==> src/rtl/dma_irq_pkg.sv <==
package dma_irq_pkg;

    localparam int OFF_ENABLE  = 'h0;
    localparam int OFF_PENDING = 'h4;
    localparam int KIND_HALF   = 0;
    localparam int KIND_END    = 1;

    // Position of one event in the status word (group-major, channel, kind).
    function automatic int stat_bit(input int grp, input int ch, input int kind,
                                    input int ch_per_grp);
        return grp * (2 * ch_per_grp) + ch * 2 + kind;
    endfunction

endpackage

==> src/rtl/dma_irq_evmap.sv <==
module dma_irq_evmap
    import dma_irq_pkg::*;
#(
    parameter int CH_PER_GRP = 8,
    localparam int STAT_W    = 4 * CH_PER_GRP
) (
    input  logic [CH_PER_GRP-1:0] nrm_half,
    input  logic [CH_PER_GRP-1:0] nrm_end,
    input  logic [CH_PER_GRP-1:0] ded_half,
    input  logic [CH_PER_GRP-1:0] ded_end,
    output logic [STAT_W-1:0]     evt_vec
);

    for (genvar c = 0; c < CH_PER_GRP; c++) begin : g_ch
        assign evt_vec[stat_bit(0, c, KIND_HALF, CH_PER_GRP)] = nrm_half[c];
        assign evt_vec[stat_bit(0, c, KIND_END,  CH_PER_GRP)] = nrm_end[c];
        assign evt_vec[stat_bit(1, c, KIND_HALF, CH_PER_GRP)] = ded_half[c];
        assign evt_vec[stat_bit(1, c, KIND_END,  CH_PER_GRP)] = ded_end[c];
    end

endmodule

==> src/rtl/dma_irq_status.sv <==
module dma_irq_status
    import dma_irq_pkg::*;
#(
    parameter int STAT_W = 32,
    parameter int ADDR_W = 8
) (
    input  logic              clk,
    input  logic              rst_n,
    input  logic [STAT_W-1:0] evt_vec,
    input  logic [ADDR_W-1:0] reg_addr,
    input  logic              reg_wr,
    input  logic [STAT_W-1:0] reg_wdata,
    output logic [STAT_W-1:0] en_q,
    output logic [STAT_W-1:0] pend_q
);

    typedef struct packed {
        logic [STAT_W-1:0] en;
        logic [STAT_W-1:0] pend;
    } stat_state_t;

    stat_state_t st_d, st_q;
    logic        hit_en, hit_pend;

    always_comb begin
        hit_en   = reg_wr && (reg_addr == ADDR_W'(OFF_ENABLE));
        hit_pend = reg_wr && (reg_addr == ADDR_W'(OFF_PENDING));
        st_d     = st_q;
        if (hit_en) begin
            st_d.en = reg_wdata;
        end
        // Clear first, then set: an event beats a simultaneous clear.
        if (hit_pend) begin
            st_d.pend = st_q.pend & ~reg_wdata;
        end
        st_d.pend = st_d.pend | evt_vec;
    end

    always_ff @(posedge clk) begin
        if (!rst_n) begin
            st_q <= '0;
        end else begin
            st_q <= st_d;
        end
    end

    assign en_q   = st_q.en;
    assign pend_q = st_q.pend;

endmodule

==> src/rtl/dma_irq_readmux.sv <==
module dma_irq_readmux
    import dma_irq_pkg::*;
#(
    parameter int STAT_W = 32,
    parameter int ADDR_W = 8
) (
    input  logic [ADDR_W-1:0] reg_addr,
    input  logic [STAT_W-1:0] en_q,
    input  logic [STAT_W-1:0] pend_q,
    output logic [STAT_W-1:0] reg_rdata
);

    always_comb begin
        case (reg_addr)
            ADDR_W'(OFF_ENABLE):  reg_rdata = en_q;
            ADDR_W'(OFF_PENDING): reg_rdata = pend_q;
            default:              reg_rdata = '0;
        endcase
    end

endmodule

==> src/rtl/dma_irq_aggregator.sv <==
module dma_irq_aggregator #(
    parameter int CH_PER_GRP = 8,
    parameter int ADDR_W     = 8,
    localparam int STAT_W    = 4 * CH_PER_GRP
) (
    input  logic                  clk,
    input  logic                  rst_n,
    input  logic [CH_PER_GRP-1:0] nrm_half_evt,
    input  logic [CH_PER_GRP-1:0] nrm_end_evt,
    input  logic [CH_PER_GRP-1:0] ded_half_evt,
    input  logic [CH_PER_GRP-1:0] ded_end_evt,
    input  logic [ADDR_W-1:0]     reg_addr,
    input  logic                  reg_wr,
    input  logic [STAT_W-1:0]     reg_wdata,
    output logic [STAT_W-1:0]     reg_rdata,
    output logic                  irq
);

    logic [STAT_W-1:0] evt_vec;
    logic [STAT_W-1:0] en_q;
    logic [STAT_W-1:0] pend_q;
    logic              irq_d, irq_q;

    dma_irq_evmap #(.CH_PER_GRP(CH_PER_GRP)) u_evmap (
        .nrm_half (nrm_half_evt),
        .nrm_end  (nrm_end_evt),
        .ded_half (ded_half_evt),
        .ded_end  (ded_end_evt),
        .evt_vec  (evt_vec)
    );

    dma_irq_status #(.STAT_W(STAT_W), .ADDR_W(ADDR_W)) u_status (
        .clk       (clk),
        .rst_n     (rst_n),
        .evt_vec   (evt_vec),
        .reg_addr  (reg_addr),
        .reg_wr    (reg_wr),
        .reg_wdata (reg_wdata),
        .en_q      (en_q),
        .pend_q    (pend_q)
    );

    dma_irq_readmux #(.STAT_W(STAT_W), .ADDR_W(ADDR_W)) u_rdmux (
        .reg_addr  (reg_addr),
        .en_q      (en_q),
        .pend_q    (pend_q),
        .reg_rdata (reg_rdata)
    );

    always_comb begin
        irq_d = |(pend_q & en_q);
    end

    always_ff @(posedge clk) begin
        if (!rst_n) begin
            irq_q <= 1'b0;
        end else begin
            irq_q <= irq_d;
        end
    end

    assign irq = irq_q;

endmodule

==> config.mk <==
export PLATFORM = sky130hd
export DESIGN_NAME = dma_irq_aggregator
export DESIGN_NICKNAME = d
export VERILOG_FILES = /design/src/rtl/dma_irq_pkg.sv /design/src/rtl/dma_irq_evmap.sv /design/src/rtl/dma_irq_status.sv /design/src/rtl/dma_irq_readmux.sv /design/src/rtl/dma_irq_aggregator.sv
export SDC_FILE = /design/constraint.sdc
export NUM_CORES = 1
export LEC_CHECK = 0
export BUFFER_PORTS_ARGS = -buffer_cell sky130_fd_sc_hd__buf_4
export CAP_MARGIN = 25
export CELL_PAD_IN_SITES_DETAIL_PLACEMENT = 1
export CELL_PAD_IN_SITES_GLOBAL_PLACEMENT = 1
export CORE_ASPECT_RATIO = 0.75
export CORE_UTILIZATION = 36
export CTS_BUF_LIST = sky130_fd_sc_hd__clkbuf_16
export CTS_CLUSTER_DIAMETER = 50
export DETAILED_ROUTE_END_ITERATION = 10
export PLACE_DENSITY = 0.88
export SYNTH_ARGS = -nofsm -noshare
export SYNTH_HDL_FRONTEND = slang
export SYNTH_SLANG_ARGS = --single-unit
==> constraint.sdc <==
create_clock -name clk -period 1.95 [get_ports clk]
set_clock_uncertainty 0.2 [all_clocks]
set_input_delay 0.0975 -clock clk [delete_from_list [all_inputs] [get_ports clk]]
set_output_delay 0.0975 -clock clk [all_outputs]
set_load 0.02 [all_outputs]
### Word level (Yosys, flattened, before mapping)

Cells that the tools add are included.

* output and inout bits: 33
* register bits after elaboration: 65
* logic and storage cells: 14
* input bits: 75

* bitwise gates (word level): 4
* eq/ne operators: 1
* muxes and demuxes: 2
* reductions and logical operators: 4

Operators by type and width (number)
* $and 32x32->32: 2
* $pmux 32 s2: 1
* $mux 32: 1
* $not 32->32: 1
* $or 32x32->32: 1
* $reduce_or 32->1: 1
* $eq 8x3->1 const B: 1
* $logic_not 8->1: 1
* $logic_and 1x1->1: 2

### Longest topological paths before layout

* depth after elaboration: 4
* gate-level depth with buffers: 5

### By module

From an unflattened synthesis, not the netlist that was laid out.

* cells, all modules: 410
* area, all modules: 3614.7 µm²

Modules (own cells, without submodules)
* dma_irq_status: area each 2463.6 µm², cells each 278, sequential area each 1281.2 µm², times used 1
* dma_irq_readmux: area each 729.4 µm², cells each 78, sequential area each 0.0 µm², times used 1
* dma_irq_evmap: area each 240.2 µm², cells each 32, sequential area each 0.0 µm², times used 1
* dma_irq_aggregator: area each 181.4 µm², cells each 22, sequential area each 20.0 µm², times used 1

### Least setup slack after synthesis

OpenSTA, ideal clock, no wires.

* kind: input-to-output
* start: in reg_addr[1]
* end: out reg_rdata[21]
* path buffers: 2
* cell stages on the path: 5
* data arrival time: 1469 ps
* path slack: 183 ps
* path through: or4_4 -> and4bb_2 -> clkbuf_4 -> clkbuf_8 -> a22o_1

* longest elaborated chain between the ends: 2
* elaborated cells on any way between the ends: 3
* those cells by class: eq/ne: 1; mux: 1; reduce/logical: 1

RTL lines
* from (decl): line dma_irq_aggregator.sv:12 `input logic [ADDR_W-1:0] reg_addr,`
* $eq 8x3->1 or $logic_not 8->1 (tied branches): line dma_irq_readmux.sv:14 `case (reg_addr)`
* $pmux 32 s2 (*): line dma_irq_readmux.sv:14
* to (decl): line dma_irq_aggregator.sv:15 `output logic [STAT_W-1:0] reg_rdata,`

Mark *: on every way between the ends. The rest lies on a longest branch, timed or not.

### Final worst setup path

* start: in reg_addr[1]
* end: out reg_rdata[15]

The elaborated chain is that of the path after synthesis.

==> flow_summary.json <==
{
  "min_period_ns": 1.91,
  "maxSlewHeadroom": 0.700,
  "power_density_nw_per_um2": 675,
  "ant_nets": 0,
  "fin_nets": 626,
  "portBuffers": 107,
  "stdcell_count": 664,
  "ys_top_cells_by_area": "dfxtp_1 41%, nand2_1 11%, mux2i_1 10%",
  "place_congestion": 0.842,
  "vias_per_cell": 5.42,
  "ys_types": 24,
  "routed_wl_um": 12900,
  "core_region_area_sq_um": 8450,
  "antenna_found_initial": 0,
  "worst-setup-path-type": "in -> out",
  "cts.htree.levels": 3,
  "worstPathCellList": "buf_4 -> or4_4 -> buf_4 -> nor2_4 -> clkbuf_16 -> a22o_2 -> buf_4",
  "slew_violations": 0,
  "power_mw": 3.45,
  "dp_cells": 575,
  "place_ws_ns": 0.0107,
  "synth_area_sq_um": 3150,
  "clock.fmax_mhz": 523,
  "path_clk_slew_ns": 0.06,
  "path_max_fanout": 16,
  "max_stage_delay_ns": 0.52,
  "synth_seq_area_share": 0.414,
  "cts_inserted_buffers": 9,
  "grt_max_degree": 46,
  "crit_family": "simple AND/OR/NAND/NOR gates",
  "regToRegStartpoint": "u_status.pend_q[6]",
  "min_from": "rst_n",
  "crit_required_ns": 1.65,
  "dr.pass1.iters": 4,
  "ys_seq_elements": 65,
  "fin_setup_tns_ns": 0,
  "drive_gt1_frac": 0.302,
  "num_vias": 3597,
  "finalHoldViolCount": 0,
  "critPathArrivalTime_ns": 1.61,
  "ys_warn_count": 0,
  "drc": 0,
  "root_buffer": "clkbuf_16",
  "cts_tree": "done",
  "placementRows": 29,
  "syn_area_per_cell_sq_um": 8.30,
  "cp_num_buf_inv": 4,
  "cpMostUsedCell": "buf_4",
  "die_y_um": 83.0,
  "crit_start": "reg_addr[1]",
  "tightest_slew_ns": 0.450,
  "insertion_delay_ns": 0.33,
  "grt_pass1_wl_um": 19900,
  "drt_iter0_drc": 195,
  "place_area_sq_um": 4070,
  "leakagePower_nw": 2.17,
  "grt_pass1_vias": 3950,
  "stdcell_area_sq_um": 5120,
  "finalCritPeriodShare": 0.980,
  "syn_inst": 379,
  "diodes": 0,
  "start_util": 0.372,
  "crit_slowest_cell": "or4_4",
  "cp-end-kind": "primary output",
  "peakVddDrop_mv": 0.395,
  "die_area_sq_um": 9120,
  "rsz0062_at_grt": "false",
  "num_io_pins": 108,
  "syn_nets": 454,
  "grt_overflow": 0,
  "status": "complete, no violations",
  "track_usage": 0.286,
  "setup_slack_ns": 0.0394,
  "wire_per_inst_um": 19.4,
  "setup_violations": 0,
  "area_growth_syn_to_layout_pct": 62.6,
  "hold_path_class": "in -> reg",
  "maxCapViolations": 0,
  "yosys.area.top_type_share": 0.414,
  "cts_num_sinks": 65,
  "ctsLongestPathBuffers": 2,
  "synth_area_leader_cell": "dfxtp_1",
  "postCtsSetupBuffers": 0,
  "start_kind": "primary input",
  "hpwlAfterDp_um": 7640,
  "die_x_um": 110
}
[repair_timing]
| action | CTS | global route |
|---|---|---|
| setup endpoints to repair | 0 | 1 |
| hold endpoints to repair | 64 | 0 |
| hold buffers | 72 | 0 |
| gates resized for setup | 0 | 1 |
[placed cells by master, fill, tap and decap left out]
cell type,instances
bufinv_16,1
o21ai_0,32
or4_4,1
clkinv_1,1
nor2_4,1
clkinvlp_4,3
nor3_4,1
o41a_1,1
mux2i_1,32
a22o_1,2
a22oi_1,16
or4_1,1
a21oi_1,32
nand2_1,96
buf_12,6
buf_4,111
inv_6,1
dfxtp_1,65
clkinv_2,1
nor2_1,33
nand4_1,4
dlygate4sd3_1,72
inv_1,1
clkbuf_16,10
nor4bb_4,1
and4bb_2,1
a22o_2,30
[cell type report]
type / count / area [sq um]
inverters: 1 / 3.75
multi-input cells: 284 / 1680
flip-flops and latches: 65 / 1300
well taps: 108 / 135
fillers: 980 / 3340
clock buffers: 9 / 225
repair buffers: 190 / 1700
clock inverters: 7 / 70.1
[metal layers]
metal	track usage	share of wire
met4	0.0873	0.019
met5	0	0
met3	0.0683	0.057
met1	0.336	0.42
met2	0.508	0.50
[final timing paths]
path	endpoint	slack [ns]	depth (start not counted)
max	reg_rdata[15]	0.04	7
min	u_status.en_q[8]	0.05	3
max reg2reg	irq	0.43	3
min reg2reg	u_status.en_q[25]	0.28	2
[through the flow]
stage          utilization  hold WS, ns
3_5_place_dp         0.482        0.174
2_1_floorplan            -       0.0396
6_report             0.605       0.0490
5_1_grt              0.605       0.0560
3_3_place_gp         0.482        0.164
4_1_cts              0.602       0.0379
[report_power, final]
part,switching (mW),internal (mW)
combinational,0.179,0.243
clock,0.619,0.986
sequential,0.0496,1.38
total,0.847,2.61
[sequential cells by signal, summed over array words and instances (netlist names)]
signal	flops
u_status.pend_q	32
irq	1
u_status.en_q	32
[cell usage after synthesis (all sizes together)]
| library cell | count |
|---|---|
| o41a | 1 |
| a22oi | 16 |
| buf | 12 |
| nand4 | 4 |
| nor3 | 1 |
| a22o | 32 |
| mux2i | 32 |
| nand2 | 96 |
| inv | 1 |
| nor2 | 34 |
| dfxtp | 65 |
| or4 | 2 |
| a21oi | 32 |
| o21ai | 32 |
| and4bb | 1 |
| nor4bb | 1 |
| clkbuf | 17 |
[cells by family (layout without fill, tap and decap cells)]
| kind of cell | Yosys count | after routing | synth area share |
|---|---|---|---|
| AND/OR/NAND/NOR | 139 | 139 | 0.181 |
| AO/OA/AOI/OAI | 113 | 113 | 0.245 |
| flip-flops | 65 | 65 | 0.414 |
| multiplexers | 32 | 32 | 0.102 |
| buffers and inverters | 30 | 207 | 0.0588 |
[worst register-to-register path, cell delays in order, from the launching register on]
cell     delay (ns)
dfxtp_1        0.34
a22oi_1        0.24
nand4_1        0.19
o41a_1         0.44
Note: power is estimated with default switching activity, not from simulation.
